<file path="config.mk">
export PLATFORM = sky130hd
export DESIGN_NAME = burst_mover
export DESIGN_NICKNAME = d
export VERILOG_FILES = /design/src/rtl/mover_pkg.sv /design/src/rtl/mover_cmd_gen.sv /design/src/rtl/mover_chan_fifo.sv /design/src/rtl/burst_mover.sv
export SDC_FILE = /design/constraint.sdc
export NUM_CORES = 1
export LEC_CHECK = 0
export BUFFER_PORTS_ARGS = -buffer_cell sky130_fd_sc_hd__buf_2
export CAP_MARGIN = 25
export CORE_UTILIZATION = 55
export CTS_CLUSTER_DIAMETER = 100
export DETAILED_ROUTE_END_ITERATION = 10
export PLACE_DENSITY = 0.82
export SKIP_CTS_REPAIR_TIMING = 1
export SYNTH_ARGS = -nofsm -noshare
export SYNTH_HDL_FRONTEND = slang
export SYNTH_HIERARCHICAL = 1
export SYNTH_SLANG_ARGS = --single-unit
</file>
<file path="constraint.sdc">
create_clock -name clk -period 9.6 [get_ports clk]
set_input_delay 0.48 -clock clk [delete_from_list [all_inputs] [get_ports clk]]
set_output_delay 0.48 -clock clk [all_outputs]
set_load 0.02 [all_outputs]
</file>
<file path="src/rtl/mover_pkg.sv">
package mover_pkg;
    localparam int BEAT_BYTES = 8;
    localparam int MAX_BEATS  = 4;
    localparam int DATA_W     = 64;
    localparam int BEATS_W    = 3;
endpackage

</file>
<file path="src/rtl/mover_cmd_gen.sv">
module mover_cmd_gen
    import mover_pkg::*;
#(
    parameter int ADDR_W = 32,
    parameter int LEFT_W = 13
) (
    input  logic              clk,
    input  logic              rst_n,
    input  logic              load,
    input  logic [ADDR_W-1:0] load_addr,
    input  logic [LEFT_W-1:0] load_beats,
    input  logic              gate_ok,
    input  logic              cmd_ready,
    output logic              cmd_valid,
    output logic [ADDR_W-1:0] cmd_addr,
    output logic [BEATS_W-1:0] cmd_beats
);
    typedef struct packed {
        logic [ADDR_W-1:0] addr;
        logic [LEFT_W-1:0] left;
    } gen_t;

    gen_t st_q, st_d;
    logic [BEATS_W-1:0] room;
    logic               fire;

    always_comb begin
        room      = BEATS_W'(MAX_BEATS) - {1'b0, st_q.addr[4:3]};
        cmd_beats = (st_q.left < LEFT_W'(room)) ? st_q.left[BEATS_W-1:0] : room;
        cmd_addr  = st_q.addr;
        cmd_valid = (st_q.left != '0) && gate_ok;
        fire      = cmd_valid && cmd_ready;
        st_d      = st_q;
        if (load) begin
            st_d.addr = load_addr;
            st_d.left = load_beats;
        end else if (fire) begin
            st_d.addr = st_q.addr + ADDR_W'({cmd_beats, 3'b000});
            st_d.left = st_q.left - LEFT_W'(cmd_beats);
        end
    end

    always_ff @(posedge clk) begin
        if (!rst_n) st_q <= '0;
        else        st_q <= st_d;
    end

    // a burst never leaves its 32-byte window
    p_in_window_r2: assert property (@(posedge clk) disable iff (!rst_n)
        cmd_valid |-> ({1'b0, cmd_addr[4:3]} + {1'b0, cmd_beats}) <= 4'd4);
    p_beats_nonzero_r4: assert property (@(posedge clk) disable iff (!rst_n)
        cmd_valid |-> cmd_beats != '0);
    // request held until taken
    p_cmd_hold_r2: assert property (@(posedge clk) disable iff (!rst_n)
        cmd_valid && !cmd_ready && !load |=> cmd_valid && $stable(cmd_addr) && $stable(cmd_beats));
endmodule

</file>
<file path="src/rtl/mover_chan_fifo.sv">
module mover_chan_fifo #(
    parameter int W     = 64,
    parameter int DEPTH = 16
) (
    input  logic                       clk,
    input  logic                       rst_n,
    input  logic                       push,
    input  logic [W-1:0]               push_data,
    input  logic                       pop,
    output logic [W-1:0]               pop_data,
    output logic [$clog2(DEPTH+1)-1:0] count
);
    localparam int PTR_W = $clog2(DEPTH);
    localparam int OCC_W = $clog2(DEPTH+1);

    typedef struct packed {
        logic [PTR_W-1:0] wp;
        logic [PTR_W-1:0] rp;
        logic [OCC_W-1:0] cnt;
    } ptr_t;

    ptr_t   st_q, st_d;
    logic [W-1:0] mem_q [DEPTH];

    always_comb begin
        st_d = st_q;
        if (push) st_d.wp = (st_q.wp == PTR_W'(DEPTH-1)) ? '0 : st_q.wp + 1'b1;
        if (pop)  st_d.rp = (st_q.rp == PTR_W'(DEPTH-1)) ? '0 : st_q.rp + 1'b1;
        st_d.cnt = st_q.cnt + OCC_W'(push) - OCC_W'(pop);
    end

    always_ff @(posedge clk) begin
        if (!rst_n) st_q <= '0;
        else        st_q <= st_d;
    end

    always_ff @(posedge clk) begin
        if (push) mem_q[st_q.wp] <= push_data;
    end

    assign pop_data = mem_q[st_q.rp];
    assign count    = st_q.cnt;

    p_no_overflow_r3: assert property (@(posedge clk) disable iff (!rst_n)
        push && !pop |-> count < OCC_W'(DEPTH));
    p_no_underflow_r6: assert property (@(posedge clk) disable iff (!rst_n)
        pop |-> count != '0);
endmodule

</file>
<file path="src/rtl/burst_mover.sv">
module burst_mover
    import mover_pkg::*;
#(
    parameter int ADDR_W = 32,
    parameter int CNT_W  = 16,
    parameter int DEPTH  = 16
) (
    input  logic               clk,
    input  logic               rst_n,
    input  logic               start,
    input  logic [ADDR_W-1:0]  src_addr,
    input  logic [ADDR_W-1:0]  dst_addr,
    input  logic [CNT_W-1:0]   byte_cnt,
    output logic               done,
    output logic               rd_cmd_valid,
    input  logic               rd_cmd_ready,
    output logic [ADDR_W-1:0]  rd_cmd_addr,
    output logic [BEATS_W-1:0] rd_cmd_beats,
    input  logic               rd_data_valid,
    input  logic [DATA_W-1:0]  rd_data,
    output logic               wr_cmd_valid,
    input  logic               wr_cmd_ready,
    output logic [ADDR_W-1:0]  wr_cmd_addr,
    output logic [BEATS_W-1:0] wr_cmd_beats,
    output logic               wr_data_valid,
    input  logic               wr_data_ready,
    output logic [DATA_W-1:0]  wr_data
);
    localparam int LEFT_W = CNT_W - 3;
    localparam int OCC_W  = $clog2(DEPTH+1);
    localparam int CMP_W  = OCC_W + 1;

    typedef struct packed {
        logic [OCC_W-1:0]  resv;   // buffered + in-flight read beats
        logic [OCC_W-1:0]  avail;  // buffered beats not yet claimed by a write burst
        logic [OCC_W-1:0]  wpend;  // claimed beats still to send
        logic [LEFT_W-1:0] left;   // beats of the transfer still to write
        logic              done;
    } ctl_t;

    ctl_t st_q, st_d;
    logic start_ok, rd_ok, wr_ok, rd_fire, wr_fire, pop;
    logic [OCC_W-1:0] fifo_cnt;

    always_comb begin
        start_ok = start && (st_q.left == '0) && (byte_cnt[2:0] == 3'b000)
                   && (byte_cnt[CNT_W-1:3] != '0);
        rd_ok    = (CMP_W'(st_q.resv) + CMP_W'(rd_cmd_beats)) <= CMP_W'(DEPTH);
        wr_ok    = CMP_W'(st_q.avail) >= CMP_W'(wr_cmd_beats);
        rd_fire  = rd_cmd_valid && rd_cmd_ready;
        wr_fire  = wr_cmd_valid && wr_cmd_ready;
        wr_data_valid = st_q.wpend != '0;
        pop      = wr_data_valid && wr_data_ready;

        st_d       = st_q;
        st_d.resv  = st_q.resv + (rd_fire ? OCC_W'(rd_cmd_beats) : '0) - OCC_W'(pop);
        st_d.avail = st_q.avail + OCC_W'(rd_data_valid) - (wr_fire ? OCC_W'(wr_cmd_beats) : '0);
        st_d.wpend = st_q.wpend + (wr_fire ? OCC_W'(wr_cmd_beats) : '0) - OCC_W'(pop);
        st_d.done  = pop && (st_q.left == LEFT_W'(1));
        if (start_ok)  st_d.left = byte_cnt[CNT_W-1:3];
        else if (pop)  st_d.left = st_q.left - 1'b1;
    end

    always_ff @(posedge clk) begin
        if (!rst_n) st_q <= '0;
        else        st_q <= st_d;
    end

    assign done = st_q.done;

    mover_cmd_gen #(.ADDR_W(ADDR_W), .LEFT_W(LEFT_W)) rd_gen_i (
        .clk(clk), .rst_n(rst_n), .load(start_ok), .load_addr(src_addr),
        .load_beats(byte_cnt[CNT_W-1:3]), .gate_ok(rd_ok), .cmd_ready(rd_cmd_ready),
        .cmd_valid(rd_cmd_valid), .cmd_addr(rd_cmd_addr), .cmd_beats(rd_cmd_beats)
    );

    mover_cmd_gen #(.ADDR_W(ADDR_W), .LEFT_W(LEFT_W)) wr_gen_i (
        .clk(clk), .rst_n(rst_n), .load(start_ok), .load_addr(dst_addr),
        .load_beats(byte_cnt[CNT_W-1:3]), .gate_ok(wr_ok), .cmd_ready(wr_cmd_ready),
        .cmd_valid(wr_cmd_valid), .cmd_addr(wr_cmd_addr), .cmd_beats(wr_cmd_beats)
    );

    mover_chan_fifo #(.W(DATA_W), .DEPTH(DEPTH)) fifo_i (
        .clk(clk), .rst_n(rst_n), .push(rd_data_valid), .push_data(rd_data),
        .pop(pop), .pop_data(wr_data), .count(fifo_cnt)
    );

    p_resv_bound_r3: assert property (@(posedge clk) disable iff (!rst_n)
        CMP_W'(st_q.resv) <= CMP_W'(DEPTH));
    p_wr_has_data_r5: assert property (@(posedge clk) disable iff (!rst_n)
        wr_cmd_valid |-> CMP_W'(fifo_cnt) >= CMP_W'(st_q.wpend) + CMP_W'(wr_cmd_beats));
    p_done_single_r7: assert property (@(posedge clk) disable iff (!rst_n)
        done |=> !done);
    p_done_after_beat_r7: assert property (@(posedge clk) disable iff (!rst_n)
        done |-> $past(pop));
    p_busy_start_ignored_r8: assert property (@(posedge clk) disable iff (!rst_n)
        start && (st_q.left > LEFT_W'(1)) |=> st_q.left < $past(st_q.left) || $stable(st_q.left));
endmodule

</file>
==> run summary <==
DP Area = 0.0496 mm2
Critical Path End Type = flop
Initial DRC count = 3,034
Vias/cell = 6.41
Slowest stage delay, CP = 550 ps
Leak Pwr = 17.6 nW
GP Congestion = 0.852
Largest net degree at the start of global routing = 125
Synth Net Count = 2,906
Outcome = complete, no violations
Final Util = 62.4%
Fin. max-slew vios = 0
Core area = 0.0853 mm2
Crit-path max FO = 8
Yosys Warn Count = 6
Final net count = 3,143
First-pass detailed-route iteration total = 6
Fillers = 5,701
Initial core utilization = 55.7%
Root buf cell = clkbuf_16
WL per Instance = 28.4 um
Post-Syn Area per Cell = 17.6 um2
Worst EP required = 10,160 ps
Setup WS post-layout = 3280 ps
Slew margin rel. = 26.2%
Crit start category = flop
Layout Area Growth over Synthesis = 12.0%
DR DRC count = 0
Slew @ Worst Pin = 1110 ps
Peak supply drop = 0.000198 V
CP arrival = 6880 ps
Clk buf depth = 3
Max-cap viol count = 0
First-pass GRT wire length = 171,000 um
# setup viols final = 0
Mapped Area = 0.0475 mm2
Syn Inst Count = 2,699
Antenna Nets Post-Route = 0
Total CTS buffers = 111
Die height = 296 um
Number of global-route vias before repair = 27,100
Share of cells above drive strength 1 = 25.9%
CP max-delay cell = nor3_1
Die Span X = 296 um
DP Worst Slack = 3200 ps
Hold Path Class = input pin to flop
CTS Sinks = 1,155
Maximum clock rate = 0.158 GHz
WL final = 118,000 um
CTS tree = done
PwrDens = 254 mW/mm2
Die ar. = 0.0875 mm2
Total Power = 13.5 mW
Hold Fails Final Rpt = 0
Post-route cell area = 0.0532 mm2
Tot GR Track Use = 26.8%
I/O Buffers = 288
Initial antenna violation count = 15
I/O pin cnt = 289
Routed vias = 26,800
Row count = 107
RSZ-0062 raised after global routing = false
Period utilisation layout = 65.8%
TNS Setup = 0 ps
Worst Skew = 42.4 ps
Latest clock arrival within the worst-skew pair = 690 ps
Crit path kind = flop to flop
Gr ovfl total = 0
Detail Placement HPWL = 60,800 um
Reg clk slew, reported paths = 60 ps
# H-tree levels = 3
Period minus WS final = 6320 ps
[layout by cell type (no fill, tap or decap), types with 9 or more instances in the layout]
cell type	n
edfxtp_1	1024
buf_2	287
mux4_2	256
nand2_1	159
a22oi_1	130
dfxtp_1	129
clkbuf_16	112
o21ai_0	83
inv_1	67
a21oi_1	61
nand3_1	52
ha_1	52
xor2_1	43
nor2_1	38
and2_1	33
xnor2_1	33
buf_4	33
clkinv_1	32
nor2b_1	24
clkbuf_1	23
nor3_1	22
nand4_1	18
o211ai_1	18
o21ai_1	18
mux2i_1	17
and2_4	17
a21o_1	16
clkinv_2	15
and3_1	14
nor4_1	11
and4_1	11
o2111ai_1	10
a211oi_1	10
nand2b_1	9
[layer usage]
layer  global-route usage, %  wire length (um)
met4                    9.95              3900
met3                    6.00             11900
met5                       0                92
met2                    45.7             60000
met1                    33.7             42600
[worst paths after layout]
path / from / end / slack, ps / cells past startpoint
max: rd_gen_i/cmd_addr[4] / st_q[28] / 3280 / 27
min: src_addr[26] / rd_gen_i/cmd_addr[26] / 20 / 3
max reg2reg: rd_gen_i/cmd_addr[4] / st_q[28] / 3280 / 27
min reg2reg: st_q[13] / st_q[13] / 500 / 2
[final cells by class]
| type | instances | area [um2] | share of cell area (%) |
|---|---|---|---|
| Sequential cell | 1155 | 33400 | 62.8 |
| Multi-Input combinational cell | 1274 | 12800 | 24.0 |
| Clock buffer | 136 | 2900 | 5.46 |
| Timing Repair Buffer | 327 | 1840 | 3.47 |
| Tap cell | 1144 | 1430 | 2.69 |
| Clock inverter | 66 | 594 | 1.12 |
| Inverter | 67 | 251 | 0.473 |
| Antenna cell | 6 | 15.0 | 0.0282 |
[where the power goes]
group / internal, mW / switching, mW / total (mW)
Sequential: 5.63 / 0.192 / 5.82
Combinational: 1.48 / 1.94 / 3.42
Clock: 2.36 / 1.89 / 4.26
Total: 9.48 / 4.03 / 13.5
[state kept, by name, indices dropped and copies added, names as in the netlist, named ones only]
signal and flops:
rd_gen_i/cmd_addr 32, fifo_i/st_q 8, fifo_i/mem_q 1024, wr_gen_i/cmd_addr 32, wr_gen_i/st_q 13, rd_gen_i/st_q 13, done 1, st_q 28
[critical path: cells and delay by family, from the launching register on]
family | cells | cell delay [ps]
adder cells (fa/ha/maj) | 7 | 2100
AND/OR/NAND/NOR | 8 | 2020
AO/OA/AOI/OAI | 5 | 940
buffers and inverters | 5 | 480
flip-flops | 1 | 370
XOR/XNOR | 2 | 300
[per-stage QoR]
stage          hold slack (ps)  instances
2_1_floorplan              450       2699
5_1_grt                   6.14       4172
4_1_cts                  -27.1       4165
3_3_place_gp               466       3961
6_report                  20.7       4175
3_5_place_dp               494       3963
Note: power is estimated with default switching activity, not from simulation.
